`config.mk`:
```
export PLATFORM = sky130hd
export DESIGN_NAME = i3c_tgt_err_status
export DESIGN_NICKNAME = d
export VERILOG_FILES = /design/src/rtl/tgt_err_pkg.sv /design/src/rtl/err_flag_cell.sv /design/src/rtl/udf_scl_delay.sv /design/src/rtl/err_cause_map.sv /design/src/rtl/i3c_tgt_err_status.sv
export SDC_FILE = /design/constraint.sdc
export NUM_CORES = 1
export LEC_CHECK = 0
export ABC_AREA = 1
export ABC_CLOCK_PERIOD_IN_PS = 3000
export BUFFER_PORTS_ARGS = -buffer_cell sky130_fd_sc_hd__buf_2
export CAP_MARGIN = 20
export CORE_AREA = 2 2 44 46
export DETAILED_ROUTE_END_ITERATION = 12
export DIE_AREA = 0 0 46 48
export GPL_ROUTABILITY_DRIVEN = 0
export PLACE_DENSITY_LB_ADDON = 0.1
export SLEW_MARGIN = 20
export SYNTH_ARGS = -nofsm -noshare
export SYNTH_HDL_FRONTEND = slang
export SYNTH_SLANG_ARGS = --single-unit
```
`constraint.sdc`:
```
create_clock -name clk -period 3 [get_ports clk]
set_input_delay 0.15 -clock clk [delete_from_list [all_inputs] [get_ports clk]]
set_output_delay 0.15 -clock clk [all_outputs]
set_load 0.01 [all_outputs]
```
`src/rtl/tgt_err_pkg.sv`:
```
package tgt_err_pkg;

    localparam int STAT_W    = 32;
    localparam int NUM_FLAGS = 7;

    localparam int FLG_FRM  = 0;
    localparam int FLG_BNA  = 1;
    localparam int FLG_DNR  = 2;
    localparam int FLG_OVF  = 3;
    localparam int FLG_BUSY = 4;
    localparam int FLG_UDF  = 5;
    localparam int FLG_PROT = 6;

    typedef logic [NUM_FLAGS-1:0] flag_vec_t;

    typedef struct packed {
        logic [17:0] rsvd_hi;
        logic        frm;
        logic        bna;
        logic        dnr;
        logic        ovf;
        logic        busy;
        logic        udf;
        logic [1:0]  act;
        logic        prot;
        logic        rsvd4;
        logic [3:0]  pend;
    } status_word_t;

    function automatic status_word_t pack_status(flag_vec_t f, logic [1:0] act, logic [3:0] pend);
        status_word_t s;
        s.rsvd_hi = '0;
        s.frm     = f[FLG_FRM];
        s.bna     = f[FLG_BNA];
        s.dnr     = f[FLG_DNR];
        s.ovf     = f[FLG_OVF];
        s.busy    = f[FLG_BUSY];
        s.udf     = f[FLG_UDF];
        s.act     = act;
        s.prot    = f[FLG_PROT];
        s.rsvd4   = 1'b0;
        s.pend    = pend;
        return s;
    endfunction

endpackage

```
`src/rtl/err_flag_cell.sv`:
```
module err_flag_cell (
    input  logic clk,
    input  logic rst,
    input  logic set_i,
    input  logic clr_i,
    output logic flag_o
);

    always_ff @(posedge clk) begin
        if (rst)
            flag_o <= 1'b0;
        else if (set_i)
            flag_o <= 1'b1;
        else if (clr_i)
            flag_o <= 1'b0;
    end

    AST_SET_WINS: assert property (@(posedge clk) disable iff (rst)
        set_i |=> flag_o);

    AST_CLEAR_TAKES: assert property (@(posedge clk) disable iff (rst)
        (clr_i && !set_i) |=> !flag_o);

    AST_HOLD_IDLE: assert property (@(posedge clk) disable iff (rst)
        (!set_i && !clr_i) |=> $stable(flag_o));

endmodule

```
`src/rtl/udf_scl_delay.sv`:
```
module udf_scl_delay #(
    parameter int DELAY = 3
) (
    input  logic clk,
    input  logic rst,
    input  logic start_i,
    input  logic scl_rise_i,
    output logic fire_o
);

    localparam int CNT_W = (DELAY < 2) ? 1 : $clog2(DELAY);

    logic             armed;
    logic [CNT_W-1:0] edges;

    assign fire_o = armed && scl_rise_i && (edges == CNT_W'(DELAY - 1));

    always_ff @(posedge clk) begin
        if (rst) begin
            armed <= 1'b0;
            edges <= '0;
        end else if (start_i) begin
            armed <= 1'b1;
            edges <= '0;
        end else if (fire_o) begin
            armed <= 1'b0;
            edges <= '0;
        end else if (armed && scl_rise_i) begin
            edges <= edges + 1'b1;
        end
    end

    AST_CNT_BOUND: assert property (@(posedge clk) disable iff (rst)
        edges < CNT_W'(DELAY));

    AST_IDLE_QUIET: assert property (@(posedge clk) disable iff (rst)
        (!armed && !start_i) |=> !fire_o);

    generate
        if (DELAY > 1) begin : g_not_early
            AST_NO_EARLY_FIRE: assert property (@(posedge clk) disable iff (rst)
                start_i |=> !fire_o);
        end
    endgenerate

endmodule

```
`src/rtl/err_cause_map.sv`:
```
module err_cause_map
    import tgt_err_pkg::*;
#(
    parameter int NB = 2,
    parameter int ND = 3
) (
    input  logic          frm_i,
    input  logic [NB-1:0] bna_i,
    input  logic [ND-1:0] dnr_i,
    input  logic          ovf_i,
    input  logic          prot_i,
    input  logic          udf_fire_i,
    input  logic          mrl_i,
    input  logic          gs_i,
    input  logic          resume_i,
    input  logic          sdr_i,
    input  logic          space_i,
    input  logic          wr_done_i,
    output flag_vec_t     set_o,
    output flag_vec_t     clr_o
);

    logic any_err;
    assign any_err = frm_i | ovf_i | prot_i | udf_fire_i;

    always_comb begin
        set_o           = '0;
        set_o[FLG_FRM]  = frm_i;
        set_o[FLG_BNA]  = |bna_i;
        set_o[FLG_DNR]  = |dnr_i;
        set_o[FLG_OVF]  = ovf_i;
        set_o[FLG_PROT] = prot_i;
        set_o[FLG_UDF]  = udf_fire_i;
        set_o[FLG_BUSY] = mrl_i | any_err;

        clr_o           = '0;
        clr_o[FLG_FRM]  = gs_i;
        clr_o[FLG_BNA]  = gs_i | (sdr_i & space_i & wr_done_i);
        clr_o[FLG_DNR]  = gs_i;
        clr_o[FLG_OVF]  = gs_i;
        clr_o[FLG_PROT] = gs_i;
        clr_o[FLG_UDF]  = gs_i;
        clr_o[FLG_BUSY] = resume_i;
    end

endmodule

```
`src/rtl/i3c_tgt_err_status.sv`:
```
module i3c_tgt_err_status
    import tgt_err_pkg::*;
#(
    parameter int UDF_SCL_DELAY = 3,
    parameter int BNA_CAUSES    = 2,
    parameter int DNR_CAUSES    = 3
) (
    input  logic                  clk,
    input  logic                  rst,
    input  logic                  ddr_frame_err_i,
    input  logic [BNA_CAUSES-1:0] bna_nack_i,
    input  logic [DNR_CAUSES-1:0] dnr_nack_i,
    input  logic                  ovf_err_i,
    input  logic                  parity_crc_err_i,
    input  logic                  rd_nack_empty_i,
    input  logic                  scl_rise_i,
    input  logic                  mrl_change_i,
    input  logic                  getstatus_done_i,
    input  logic                  resume_i,
    input  logic                  sdr_mode_i,
    input  logic                  buf_space_i,
    input  logic                  wr_done_ok_i,
    input  logic [1:0]            act_mode_i,
    input  logic [3:0]            pend_int_i,
    output logic [STAT_W-1:0]     status_o
);

    logic      udf_fire;
    flag_vec_t set_vec;
    flag_vec_t clr_vec;
    flag_vec_t flags;

    udf_scl_delay #(.DELAY(UDF_SCL_DELAY)) u_udf_delay (
        .clk        (clk),
        .rst        (rst),
        .start_i    (rd_nack_empty_i),
        .scl_rise_i (scl_rise_i),
        .fire_o     (udf_fire)
    );

    err_cause_map #(.NB(BNA_CAUSES), .ND(DNR_CAUSES)) u_cause_map (
        .frm_i      (ddr_frame_err_i),
        .bna_i      (bna_nack_i),
        .dnr_i      (dnr_nack_i),
        .ovf_i      (ovf_err_i),
        .prot_i     (parity_crc_err_i),
        .udf_fire_i (udf_fire),
        .mrl_i      (mrl_change_i),
        .gs_i       (getstatus_done_i),
        .resume_i   (resume_i),
        .sdr_i      (sdr_mode_i),
        .space_i    (buf_space_i),
        .wr_done_i  (wr_done_ok_i),
        .set_o      (set_vec),
        .clr_o      (clr_vec)
    );

    generate
        for (genvar g = 0; g < NUM_FLAGS; g++) begin : g_flag
            err_flag_cell u_cell (
                .clk    (clk),
                .rst    (rst),
                .set_i  (set_vec[g]),
                .clr_i  (clr_vec[g]),
                .flag_o (flags[g])
            );
        end
    endgenerate

    assign status_o = pack_status(flags, act_mode_i, pend_int_i);

    AST_BUSY_ONLY_RESUME: assert property (@(posedge clk) disable iff (rst)
        $fell(status_o[9]) |-> $past(resume_i));

    AST_UDF_ON_SCL: assert property (@(posedge clk) disable iff (rst)
        $rose(status_o[8]) |-> $past(scl_rise_i));

    AST_BNA_CLEAR_SRC: assert property (@(posedge clk) disable iff (rst)
        $fell(status_o[12]) |->
            ($past(getstatus_done_i) ||
             ($past(sdr_mode_i) && $past(buf_space_i) && $past(wr_done_ok_i))));

    AST_FRM_CLEAR_SRC: assert property (@(posedge clk) disable iff (rst)
        $fell(status_o[13]) |-> $past(getstatus_done_i));

    AST_UDF_RAISES_BUSY: assert property (@(posedge clk) disable iff (rst)
        $rose(status_o[8]) |-> status_o[9]);

endmodule

```
# After elaboration in Yosys (flattened, before gate mapping)
# Index checks and enable logic that the tools add are counted.
[word_totals] wordCells=43 regBits=10 in_bits=24 out_inout_bits=32
[classes] reduce_logical=13 n_mux=12 n_bitwise=7 n_eq_ne=1 n_addsub=1
[ops] operator="nonzero test 2 bit" count=8
[ops] operator="two-way mux 1 bit" count=12
[ops] operator="OR reduction 3 bit" count=2
[ops] operator="bitwise OR 1 bit" count=5
[ops] operator="adder 2 x 1 -> 2 bit, second input constant" count=1
[ops] operator="bitwise AND 1 bit" count=2
[ops] operator="== test 2 bit, second input constant" count=1
[ops] operator="logical AND 1 bit" count=2
[ops] operator="OR reduction 2 bit" count=1

# Longest topological paths before layout
[depth] depth_word=5 ltp_mapped=6

# By module
# A second synthesis with hierarchy kept.
[hier_totals] cells_unflattened=103 hier_area_um2=740.7
[modules_own_cells] module="err_flag_cell" instances=7 cells_each=5 area_each_um2=40.0
[modules_own_cells] module="i3c_tgt_err_status" instances=1 cells_each=26 area_each_um2=191.4
[modules_own_cells] module="udf_scl_delay" instances=1 cells_each=21 area_each_um2=147.6
[modules_own_cells] module="err_cause_map" instances=1 cells_each=21 area_each_um2=121.4

# Least setup slack after synthesis
# Ideal clock, no wire load.
[synth_path] path_type="flip-flop to flip-flop" start="reg u_udf_delay.edges[0]" end="reg u_udf_delay.edges[1]" path_slack_ns=1.994 arrival_ns=0.940 setup_time_ns=0.066 stages_incl_launch_ff=5 path_cell_list="dfxtp_1 > inv_1 > ha_1 > or2_0 > a21oi_2"
[synth_between] elab_chain_cells=3 word_cells_on_any_way=4
[synth_rtl] item="from (decl)" line="udf_scl_delay.sv:14" text="logic [CNT_W-1:0] edges;"
[synth_rtl] item="from (signal assigned)" line="udf_scl_delay.sv:29" text="edges <= edges + 1'b1;"
[synth_rtl] item="== test 2 bit" line="udf_scl_delay.sv:16" text="assign fire_o = armed && scl_rise_i && (edges == CNT_W'(DELAY - 1));"
[synth_rtl] item="logical AND 1 bit" line="udf_scl_delay.sv:16"
[synth_rtl] item="OR reduction 3 bit (no line)"
# Several ways; a longest one is shown, not always the timed one.
# A chain may end at the register's enable or synchronous reset.

# Final worst setup path
# Same ends and word-level chain as after synthesis.

==> results.sh <==
export IMPL_outcome="finished, final reports clean"
export IMPL_clk_insertion_delay_late_ns=0.26
export IMPL_drt_iter0_markers=0
export IMPL_vdd_drop_max_v=0.000393
export IMPL_num_rows=15
export IMPL_post_route_util_pct=39.2
export IMPL_grt_start_max_net_pins=10
export IMPL_synth_top_cells_by_area="buf_4 (36%), dfxtp_1 (30%), nor2_1 (8.5%)"
export IMPL_setup_violations=0
export IMPL_crit_chain="inv_1 > ha_1 > or2_0 > a21oi_2"
export IMPL_yosys_warnings=0
export IMPL_drt_total_wl_um=918
export IMPL_netlist_instances=91
export IMPL_final_cell_mix="buf_2 (24), conb_1 (19), nor2_1 (15), dfxtp_1 (10)"
export IMPL_numCtsBuffers=3
export IMPL_antenna_cells=0
export IMPL_fin_area_um2=662
export IMPL_hold_violations=0
export IMPL_tns_ns=0
export IMPL_ys_seq_elements=10
export IMPL_cp_max_fo=2
export IMPL_wl_per_cell_um=7.59
export IMPL_grtUsageTotal_pct=8.42
export IMPL_cp_end_kind="flip-flop"
export IMPL_critPathLaunchType="flip-flop"
export IMPL_yosys_area_top_type_share_pct=36.3
export IMPL_overflow=0
export IMPL_drc_errors=0
export IMPL_design_die_area_mm2=0.00221
export IMPL_hp_class="input pin to flip-flop"
export IMPL_fin_skew_ns=0.00189
export IMPL_post_synth_top_area_cell="buf_4"
export IMPL_ctsHoldBuffers=0
export IMPL_final_common_cell="buf_2"
export IMPL_dp_hpwl_um=766
export IMPL_clock_fmax_ghz=0.960
export IMPL_required_ns=3.20
export IMPL_htree_levels=1
export IMPL_ios=56
export IMPL_fin_crit_ns=1.04
export IMPL_antenna_found_initial=0
export IMPL_grt_pass1_vias=333
export IMPL_synthDistinctLibCells=15
export IMPL_crit_arrival_ns=1.24
export IMPL_core_area_mm2=0.00169
export IMPL_post_cts_buffers=0
export IMPL_critPathSlowestCell="dfxtp_1"
export IMPL_ant_nets=0
export IMPL_syn_area_um2=662
export IMPL_fp_dieW_um=46
export IMPL_vias_per_cell=3.90
export IMPL_grt_pass1_wl_um=1260
export IMPL_drive_above_1_share_pct=28.8
export IMPL_port_buffers=24
export IMPL_die_height_um=48
export IMPL_syn_to_final_growth_pct=0
export IMPL_critPathKind="flip-flop to flip-flop"
export IMPL_p_leak_uw=0.000370
export IMPL_nNetsFinal=130
export IMPL_finalCritPeriodShare_pct=34.7
export IMPL_cts_root_buf="clkbuf_4"
export IMPL_synth_seq_area_share_pct=30.2
export IMPL_start_util_pct=39.2
export IMPL_clockBufferDepth=2
export IMPL_drtPass1Iterations=1
export IMPL_cts_tree="yes"
export IMPL_cts_sinks=10
export IMPL_drv_slew=0
export IMPL_clk_pin_slew_ns=0.06
export IMPL_cts_resized_gates=0
export IMPL_avgSynthCellArea_um2=7.27
export IMPL_critPathMaxStageDelay_ns=0.33
export IMPL_drv_cap=0
export IMPL_power_density_mw_per_mm2=464
export IMPL_vias=472
export IMPL_post_dp_cell_area_um2=626
export IMPL_rsz0062_at_grt="no"
worst paths after layout:
check / start / end / slack, ns / cells past startpoint
setup reg to reg: u_udf_delay.edges[0] / u_udf_delay.edges[1] / 1.96 / 4
hold / removal: parity_crc_err_i / g_flag[6].u_cell.flag_o / 0.11 / 3
setup / recovery: u_udf_delay.edges[0] / u_udf_delay.edges[1] / 1.96 / 4
hold reg to reg: u_udf_delay.edges[0] / u_udf_delay.edges[0] / 0.46 / 2
power by group:
part	total (uW)	internal [uW]	switching, uW
Clock	118	73.6	44.4
Combinational	46.7	17.8	28.9
Sequential	142	140	2.67
metrics by stage:
| stage | total power (uW) | std cells | hold WS (ns) | setup WS (ns) |
|---|---|---|---|---|
| 2_1_floorplan | 207 | 109 | 0.267 | 1.99 |
| 4_1_cts | 315 | 121 | 0.101 | 1.95 |
| 5_1_grt | 329 | 121 | 0.104 | 1.88 |
| 3_5_place_dp | 192 | 117 | 0.300 | 1.97 |
| 6_report | 307 | 121 | 0.108 | 1.96 |
| 3_3_place_gp | 192 | 117 | 0.300 | 1.97 |
metal layers:
metal | track usage, % | routed length [um] | share of wire (%) | vias to the layer above
met5 | 0 | 0 | 0 | -
met4 | 1.71 | 0 | 0 | 0
met3 | 6.79 | 138 | 15 | 0
met2 | 12.8 | 398 | 43 | 33
met1 | 9.28 | 381 | 42 | 190
li1 | - | - | - | 249
cells in the mapped netlist, drive strengths merged:
cell type / number
nand3: 2
a21oi: 7
a21boi: 1
inv: 9
conb: 1
o21bai: 1
ha: 1
nor2: 15
or2: 1
buf: 33
nand2: 10
dfxtp: 10
kinds of logic (layout without fill, tap and decap cells):
| logic type | Yosys count | count (layout) | share of synthesized area, % |
|---|---|---|---|
| AO/OA/AOI/OAI | 9 | 9 | 8.13 |
| AND/OR/NAND/NOR | 28 | 28 | 17.0 |
| flip-flops | 10 | 10 | 30.2 |
| buffers and inverters | 42 | 37 | 42.2 |
| adder cells (fa/ha/maj) | 1 | 1 | 1.89 |
| other | 1 | 19 | 0.567 |
flip-flops by register name (all words and copies together) (netlist names):
signal / cells
g_flag.u_cell.flag_o: 7
u_udf_delay.edges: 2
u_udf_delay.armed: 1
critical path, delay by kind of cell (launching register included):
family                   cells  cell delay [ns]
AND/OR/NAND/NOR              1             0.23
AO/OA/AOI/OAI                1             0.11
flip-flops                   1             0.33
buffers and inverters        1             0.05
adder cells (fa/ha/maj)      1             0.27
final cells by class:
type	count	area (um2)
inverters	9	33.8
well taps	17	21.3
repair buffers	24	120
fillers	198	1030
multi-input cells	57	250
flip-flops and latches	10	200
clock buffers	4	36.3
(Power assumes the default switching activity.)
